--- config.mk ---
export PLATFORM = sky130hd
export DESIGN_NAME = exec_strobe_remap
export DESIGN_NICKNAME = d
export VERILOG_FILES = /design/src/rtl/exec_remap_pkg.sv /design/src/rtl/strobe_sync.sv /design/src/rtl/fetch_seq.sv /design/src/rtl/strobe_route.sv /design/src/rtl/exec_strobe_remap.sv
export SDC_FILE = /design/constraint.sdc
export NUM_CORES = 1
export LEC_CHECK = 0
export CAP_MARGIN = 25
export CORE_MARGIN = 8
export CORE_UTILIZATION = 43
export CTS_BUF_LIST = sky130_fd_sc_hd__clkbuf_16
export DETAILED_ROUTE_END_ITERATION = 7
export PLACE_DENSITY = 0.78
export SYNTH_ARGS = -nofsm -noshare
export SYNTH_HDL_FRONTEND = slang
export SYNTH_SLANG_ARGS = --single-unit
--- constraint.sdc ---
create_clock -name clk -period 1.8 [get_ports clk]
set_clock_uncertainty 0.2 [all_clocks]
set_input_delay 0.36 -clock clk [delete_from_list [all_inputs] [get_ports clk]]
set_output_delay 0.36 -clock clk [all_outputs]
set_load 0.01 [all_outputs]
--- src/rtl/exec_remap_pkg.sv ---
package exec_remap_pkg;
  localparam int unsigned DEF_DATA_W      = 8;
  localparam int unsigned DEF_BUF_DEPTH   = 2048;
  localparam int unsigned DEF_SYNC_STAGES = 2;

  typedef enum logic {
    MODE_NORMAL = 1'b0,
    MODE_EXEC   = 1'b1
  } remap_mode_e;

  typedef struct packed {
    logic flash_ce_n;
    logic reg_rd_n;
    logic reg_wr_n;
    logic regmap_dis;
    logic fetch_oe;
  } route_out_t;
endpackage

--- src/rtl/strobe_sync.sv ---
module strobe_sync #(
  parameter int unsigned STAGES = 2
) (
  input  logic clk,
  input  logic rst_n,
  input  logic async_n,
  output logic rise
);
  localparam int unsigned N = (STAGES < 2) ? 2 : STAGES;

  logic [N-1:0] chain;
  logic         prev;

  always_ff @(posedge clk or negedge rst_n) begin
    if (!rst_n) begin
      chain <= '1;
      prev  <= 1'b1;
    end else begin
      chain <= {chain[N-2:0], async_n};
      prev  <= chain[N-1];
    end
  end

  assign rise = chain[N-1] & ~prev;
endmodule

--- src/rtl/fetch_seq.sv ---
module fetch_seq #(
  parameter int unsigned DATA_W    = 8,
  parameter int unsigned BUF_DEPTH = 2048,
  parameter int unsigned ADDR_W    = $clog2(BUF_DEPTH)
) (
  input  logic              clk,
  input  logic              rst_n,
  input  logic              clear,
  input  logic              step,
  input  logic [DATA_W-1:0] rdata,
  output logic [ADDR_W-1:0] addr,
  output logic [DATA_W-1:0] hold
);
  localparam logic [ADDR_W-1:0] LAST = ADDR_W'(BUF_DEPTH - 1);

  logic [ADDR_W-1:0] addr_nxt;

  always_comb begin
    if (addr == LAST) addr_nxt = '0;
    else              addr_nxt = addr + 1'b1;
  end

  always_ff @(posedge clk or negedge rst_n) begin
    if (!rst_n) begin
      addr <= '0;
      hold <= '0;
    end else if (clear) begin
      addr <= '0;
      hold <= '0;
    end else if (step) begin
      hold <= rdata;
      addr <= addr_nxt;
    end
  end
endmodule

--- src/rtl/strobe_route.sv ---
module strobe_route
  import exec_remap_pkg::*;
(
  input  logic       exec_en,
  input  logic       code_sel_n,
  input  logic       rd_n,
  input  logic       wr_n,
  output route_out_t route
);
  remap_mode_e mode;

  assign mode = exec_en ? MODE_EXEC : MODE_NORMAL;

  always_comb begin
    unique case (mode)
      MODE_EXEC: begin
        route.flash_ce_n = wr_n;
        route.reg_rd_n   = 1'b1;
        route.reg_wr_n   = 1'b1;
        route.regmap_dis = 1'b1;
        route.fetch_oe   = ~code_sel_n;
      end
      default: begin
        route.flash_ce_n = code_sel_n;
        route.reg_rd_n   = rd_n;
        route.reg_wr_n   = wr_n;
        route.regmap_dis = 1'b0;
        route.fetch_oe   = 1'b0;
      end
    endcase
  end
endmodule

--- src/rtl/exec_strobe_remap.sv ---
module exec_strobe_remap
  import exec_remap_pkg::*;
#(
  parameter int unsigned DATA_W      = DEF_DATA_W,
  parameter int unsigned BUF_DEPTH   = DEF_BUF_DEPTH,
  parameter int unsigned SYNC_STAGES = DEF_SYNC_STAGES,
  localparam int unsigned ADDR_W     = $clog2(BUF_DEPTH)
) (
  input  logic              clk,
  input  logic              rst_n,
  input  logic              code_sel_n,
  input  logic              rd_n,
  input  logic              wr_n,
  input  logic              exec_en,
  input  logic              clear,
  input  logic [DATA_W-1:0] buf_rdata,
  output logic              flash_ce_n,
  output logic [ADDR_W-1:0] buf_raddr,
  output logic [DATA_W-1:0] fetch_data,
  output logic              fetch_oe,
  output logic              reg_rd_n,
  output logic              reg_wr_n,
  output logic              regmap_dis
);
  logic       fetch_done;
  logic       step;
  route_out_t route;

  strobe_sync #(.STAGES(SYNC_STAGES)) u_sync (
    .clk     (clk),
    .rst_n   (rst_n),
    .async_n (code_sel_n),
    .rise    (fetch_done)
  );

  // A completed strobe only advances the stream in execute mode
  assign step = fetch_done & exec_en;

  fetch_seq #(
    .DATA_W    (DATA_W),
    .BUF_DEPTH (BUF_DEPTH),
    .ADDR_W    (ADDR_W)
  ) u_seq (
    .clk   (clk),
    .rst_n (rst_n),
    .clear (clear),
    .step  (step),
    .rdata (buf_rdata),
    .addr  (buf_raddr),
    .hold  (fetch_data)
  );

  strobe_route u_route (
    .exec_en    (exec_en),
    .code_sel_n (code_sel_n),
    .rd_n       (rd_n),
    .wr_n       (wr_n),
    .route      (route)
  );

  assign flash_ce_n = route.flash_ce_n;
  assign reg_rd_n   = route.reg_rd_n;
  assign reg_wr_n   = route.reg_wr_n;
  assign regmap_dis = route.regmap_dis;
  assign fetch_oe   = route.fetch_oe;
endmodule

==> impl_metrics.csv, run 1 <==
group,metric,value,unit
setup_path,crit_required,1.24,ns
yosys,syn_nets,115,
global_routing,track_usage,13.3,%
yosys,ys_seq_area_share,53.9,%
cells_and_area,drive_gt1_share,16.8,%
setup_path,rr_endpoint,"u_seq.addr[9]",
power,irDropWorstVdd,0.568,mV
cts,holdBufCountCts,0,
setup_path,r2r-start,"u_seq.addr[1]",
status,status,"completed",
setup_path,r2r.worst_path.cells,5,
cells_and_area,fin_nets,166,
drt,drt_pass1_iterations,5,
power,leakagePower,0.781,nW
setup_path,worstSetupEndpointType,"output pin",
setup_path,worstSetupPathType,"primary input to output pin",
drt,ant_nets,0,
cells_and_area,area.growth.synth_to_final,58.2,%
yosys,avgSynthCellArea,10.4,µm²
yosys,syn_area,1030,µm²
global_routing,grt_pass1_wl,4550,µm
cells_and_area,nFillCells,160,
drt,viasPerCell,5.15,
setup_path,cp-start-kind,"primary input",
sta,period_minus_slack,1.78,ns
cells_and_area,final_common_cell,"clkdlybuf4s50_1",
placed_design,place_congestion,0.753,
cts,htreeDepth,1,
sta,period_share,98.6,%
setup_path,cp_cell_sequence,"clkdlybuf4s50_1 > mux2_1 > buf_2",
sta,hold_viol_final,0,
placed_design,dp_hpwl,2020,µm
global_routing,antenna_found_initial,0,
yosys,synth_seq_cells,22,
cells_and_area,area.sequential,554,µm²
setup_path,critPathMaxFanout,2,
placed_design,io_buffer_count,38,
floorplan,ios,39,
floorplan,die_width,64.9,µm
setup_path,critPathSlowestCell,"clkdlybuf4s50_1",
floorplan,core,2230,µm²
cts,cts_root_buffer,"clkbuf_16",
drt,routedWlPerCell,15.6,µm
min_path,hold_depth,0,
drt,routed_wirelength,2760,µm
floorplan,die-area,4210,µm²
global_routing,grt_start_max_net_pins,23,
setup_path,slowest_delay,0.41,ns
min_path,hold_end,"u_sync.chain[1]",
setup_path,r2r_setup_slack,0.10,ns
cells_and_area,final_cells,177,
sta,max-slew-margin-rel,79.6,%
cts,clk_path_buf_depth,2,
sta,finalSetupTns,0,ns
job,max-cap-violations,0,
drt,vias,911,
floorplan,initial_utilization,46.1,%
placed_design,dp_cells,170,
cells_and_area,layout_common_cells,"clkdlybuf4s50_1, dfrtp_1, nand2_1, buf_4, a21oi_1",
floorplan,rows,17,
min_path,hp-class,"flip-flop to flip-flop",
yosys,yosysWarnings,0,
sta,rsz0062_at_grt,"true",
power,cellPowerDensity,766,nW/µm²
cts,clock_sink_count,22,
sta,tightest_slew,0.305,ns
min_path,hp-start,"u_sync.chain[0]",
drt,drt_iter0_markers,21,
setup_path,critPathTopFamily,"buffers and inverters",
cts,cts-buffers-inserted,3,
sta,slew_viol_final,0,
yosys,ys_types,30,
drt,drcViolationCount,0,
cells_and_area,multi_input_area,458,µm²
cts,clock_latency,0.25,ns
yosys,syn_inst,99,
cts,clk_pin_slew,0.06,ns
setup_path,path_buf_inv,2,
global_routing,grt_pass1_vias,964,
sta,max_freq,563,MHz
sta,finalSetupViolations,0,
setup_path,worstPathArrival,1.22,ns
cells_and_area,antenna_cells,0,
floorplan,die_h,64.9,µm
cts,cts_tree,"done",
global_routing,grt-ovfl-total,0,
==> cell families (layout without fill, tap and decap cells) <==
logic type / count (synthesis) / in the layout / share of synthesized area, %
AND/OR/NAND/NOR: 42 / 42 / 20.7
flip-flops: 22 / 22 / 53.9
AO/OA/AOI/OAI: 19 / 19 / 13.0
multiplexers: 2 / 2 / 2.19
XOR/XNOR: 7 / 7 / 5.96
adder cells (fa/ha/maj): 1 / 1 / 1.22
buffers and inverters: 6 / 56 / 3.04
==> what timing repair did <==
item                                    in CTS  in global routing
buffers inserted                             3                  0
pin swaps                                    0                  0
resized for setup                           15                  6
gates cloned                                 0                  0
endpoints found under the setup margin      20                  7
==> worst reg2reg max path: stages, from the launching register on <==
cell and delay, ns:
dfrtp_1 0.41, ha_1 0.23, and4_1 0.29, a31oi_4 0.25, a21oi_1 0.10, o21ai_1 0.15
==> cells in the mapped netlist <==
cell type / n / area share, %
a31oi_1: 1 / 0.61
nand4bb_1: 1 / 1.1
dfstp_2: 3 / 7.7
o21ai_1: 3 / 1.5
nor2_1: 8 / 2.9
dfrtp_1: 19 / 46
nand2_1: 17 / 6.2
nand4_1: 3 / 1.8
mux2_1: 1 / 1.1
and3_1: 1 / 0.61
buf_4: 2 / 1.5
ha_1: 1 / 1.2
mux2_2: 1 / 1.1
nand3_1: 1 / 0.49
a41o_1: 1 / 0.97
a22o_1: 1 / 0.85
nand3b_1: 1 / 0.73
and4_1: 2 / 1.7
o2111ai_1: 2 / 1.7
and3b_1: 1 / 0.85
or2_1: 2 / 1.2
buf_2: 1 / 0.49
nor2b_1: 1 / 0.61
a21oi_1: 10 / 4.9
and2_1: 2 / 1.2
inv_1: 1 / 0.36
o2111ai_4: 1 / 2.6
clkbuf_1: 2 / 0.73
or3_1: 2 / 1.2
xor2_1: 7 / 6.0
==> worst max path at each step <==
stage / end / startpoint / cells past startpoint / slack (ns)
final: flash_ce_n / wr_n / 3 / 0.02
after global routing: u_seq.addr[4] / exec_en / 7 / -0.01
after detailed placement: flash_ce_n / exec_en / 3 / -0.49
after global placement: flash_ce_n / exec_en / 3 / -0.46
after floorplan: u_seq.addr[0] / u_seq.addr[0] / 4 / 0.14
after CTS: buf_raddr[10] / u_seq.addr[10] / 1 / 0.005
==> layout make-up <==
type / instances / area share, %
inverter: 1 / 0.231
multi-input combinational: 71 / 28.2
sequential: 22 / 34.1
clock inverter: 1 / 1.85
timing repair buffer: 51 / 28.9
clock buffer: 3 / 4.62
tap: 28 / 2.15
==> sequential cells by signal (all words and copies together) (netlist names) <==
name / count
u_sync.chain: 2
u_sync.prev: 1
u_seq.addr: 11
u_seq.hold: 8
==> power breakdown <==
part / internal (mW) / switching, mW
registers: 0.508 / 0.00601
logic: 0.0663 / 0.0562
clock network: 0.441 / 0.168
total: 1.02 / 0.230
==> layer usage <==
metal  vias to the layer above  track usage (%)  routed length, µm
met1                       435             15.5               1170
met2                        29             22.4               1360
met4                         0             4.09                 10
met3                         2             4.64                218
met5                         -                0                  0
li1                        445                -                  -
==> metrics by stage <==
| stage | cell area (µm²) | total power, mW | setup slack, ns | util [%] | hold slack (ns) |
|---|---|---|---|---|---|
| 2_1_floorplan | 1030 | 0.564 | 0.144 | - | -0.136 |
| 3_3_place_gp | 1490 | 0.648 | -0.460 | 66.8 | 0.147 |
| 3_5_place_dp | 1490 | 0.651 | -0.493 | 66.8 | 0.148 |
| 4_1_cts | 1610 | 1.26 | 0.00536 | 72.2 | 0.157 |
| 5_1_grt | 1630 | 1.28 | -0.0119 | 72.8 | 0.161 |
| 6_report | 1630 | 1.25 | 0.0244 | 72.8 | 0.155 |
Power figures use the tool's default switching activity.
==> run 2, diff against run 1 <==
- CORE_MARGIN: 8 -> 3
==> run 2 against run 1 <==
  * Fmax is 0.57% higher
  * Worst hold slack about the same
  * Global-route usage up 5.5 points
  * Routed wire length fell by 6.2%
  * Critical endpoint is now buf_raddr[3]
  * Largest cell class unchanged
==> impl_metrics.csv, run 2 (synthesis results as in run 1) <==
group,metric,value,unit
status,status,"completed",
cts,cts_root_buffer,"clkbuf_16",
global_routing,grt-ovfl-total,0,
global_routing,antenna_found_initial,0,
cells_and_area,layout_common_cells,"clkdlybuf4s50_1, dfrtp_1, nand2_1, buf_4, a21oi_1",
min_path,hp-class,"flip-flop to flip-flop",
floorplan,core,2230,µm²
floorplan,die_width,54.9,µm
drt,drt_iter0_markers,8,
setup_path,crit_start,"u_seq.addr[3]",
cts,htreeDepth,1,
cts,cts-buffers-inserted,3,
placed_design,dp_hpwl,1810,µm
floorplan,rows,17,
setup_path,crit_required,1.24,ns
cells_and_area,reg_top3,"u_seq.addr: 11 flops, u_seq.hold: 8 flops, u_sync.chain: 2 flops",
floorplan,initial_utilization,46.1,%
sta,setup_slack,0.0345,ns
power,comb_power_share,11.0,%
cells_and_area,final_cells,180,
cells_and_area,fin_nets,169,
cts,holdBufCountCts,0,
setup_path,critPathMaxFanout,4,
setup_path,rr_endpoint,"u_seq.addr[7]",
drt,ant_nets,0,
sta,slew_viol_final,0,
sta,finalSetupViolations,0,
global_routing,track_usage,18.8,%
cts,clock_latency,0.25,ns
cells_and_area,antenna_cells,0,
power,irDropWorstVdd,0.637,mV
setup_path,path_buf_inv,1,
placed_design,io_buffer_count,38,
setup_path,cp.depth,1,
floorplan,ios,39,
setup_path,cp_cell_sequence,"clkdlybuf4s50_1",
sta,tightest_slew,0.319,ns
power,pwr-share-seq,47.0,%
global_routing,grt_pass1_wl,4050,µm
power,leakagePower,0.806,nW
cts,clk_path_buf_depth,2,
setup_path,slowest_delay,0.56,ns
setup_path,worstSetupEndpointType,"output pin",
power,sw_frac_of_total,20.5,%
cells_and_area,final_common_cell,"clkdlybuf4s50_1",
cts,cts_tree,"done",
setup_path,cp-start-kind,"flip-flop",
power,power.internal,0.870,mW
power,pwr-share-clk,41.9,%
drt,drcViolationCount,0,
global_routing,grt_pass1_vias,895,
cts,clock_sink_count,22,
cells_and_area,regMostFlops,"u_seq.addr",
drt,routed_wirelength,2590,µm
cells_and_area,drive_gt1_share,17.8,%
setup_path,critPathSlowestCell,"clkdlybuf4s50_1",
setup_path,r2r_setup_slack,0.10,ns
setup_path,r2r.worst_path.cells,4,
sta,max-slew-margin-rel,78.7,%
setup_path,critPathTopFamily,"buffers and inverters",
drt,viasPerCell,5.18,
floorplan,die_h,54.9,µm
setup_path,critPathCapture,"buf_raddr[3]",
sta,period_share,98.1,%
drt,drt_pass1_iterations,4,
drt,vias,932,
sta,period_minus_slack,1.77,ns
job,max-cap-violations,0,
drt,routedWlPerCell,14.4,µm
sta,hold_viol_final,0,
sta,max_freq,566,MHz
placed_design,place_congestion,0.754,
setup_path,worstPathArrival,1.21,ns
setup_path,r2r-start,"u_sync.chain[1]",
cells_and_area,largest_reg_flops,11,
cells_and_area,area.growth.synth_to_final,57.7,%
sta,finalSetupTns,0,ns
floorplan,die-area,3010,µm²
power,cellPowerDensity,675,nW/µm²
global_routing,grt_start_max_net_pins,23,
setup_path,worstSetupPathType,"flip-flop to output pin",
placed_design,pre_cts_slack,-0.466,ns
cts,clk_pin_slew,0.06,ns
cells_and_area,fin_util,72.6,%
min_path,hold_depth,0,
power,power.switching,0.224,mW
placed_design,dp_cells,170,
run 2: cell types whose count changed in the layout (fill, tap and decap cells not counted):
cell,previous run,this run
clkinv_1,0,1
a31oi_2,0,1
dlygate4sd2_1,6,4
bufinv_16,1,0
dlymetal6s2s_1,4,6
buf_4,13,16
clkdlybuf4s50_1,25,24
a31oi_4,1,0
clkdlybuf4s15_1,1,2
run 2: area by class of cell:
| type | count | area [µm²] |
|---|---|---|
| Sequential cell | 22 | 554 |
| Multi-Input combinational cell | 71 | 449 |
| Timing Repair Buffer | 54 | 500 |
| Fill cell | 174 | 612 |
| Tap cell | 28 | 35.0 |
| Clock buffer | 3 | 75.1 |
| Inverter | 1 | 3.75 |
| Clock inverter | 1 | 3.75 |
run 2: worst min path at each step:
stage | startpoint | end | slack [ns]
after floorplan | rst_n | u_seq.addr[0] | -0.14
after global placement | u_sync.chain[0] | u_sync.chain[1] | 0.15
after detailed placement | u_sync.chain[0] | u_sync.chain[1] | 0.15
after CTS | u_sync.chain[0] | u_sync.chain[1] | 0.16
after global routing | u_sync.chain[0] | u_sync.chain[1] | 0.16
final | u_sync.chain[0] | u_sync.chain[1] | 0.15
run 2: timing repair:
item                                    in CTS  in global routing
pin swaps                                    0                  0
resized for setup                           13                  9
endpoints found under the setup margin      20                 11
buffers inserted                             3                  3
cloned                                       0                  0
run 2: power groups by stage:
stage	Clock, mW	Sequential [mW]	Combinational [mW]
CTS	0.469	0.514	0.123
finish	0.459	0.514	0.121
global placement	0	0.522	0.124
detailed placement	0	0.523	0.127
floorplan	0	0.527	0.0372
global route	0.494	0.515	0.133
run 2: through the flow:
| step | total power, mW | cell area, µm² | hold WS, ns |
|---|---|---|---|
| 2_1_floorplan | 0.564 | 1030 | -0.136 |
| 3_3_place_gp | 0.647 | 1490 | 0.147 |
| 3_5_place_dp | 0.650 | 1490 | 0.148 |
| 4_1_cts | 1.11 | 1580 | 0.156 |
| 5_1_grt | 1.14 | 1620 | 0.157 |
| 6_report | 1.09 | 1620 | 0.155 |
run 2: layer usage:
metal	global-route usage (%)	vias to the layer above	part of all wire (%)
met2	31.5	32	49
li1	-	451	-
met1	23.8	444	43
met3	2.95	5	6.1
met4	8.50	0	1.9
met5	0	-	0
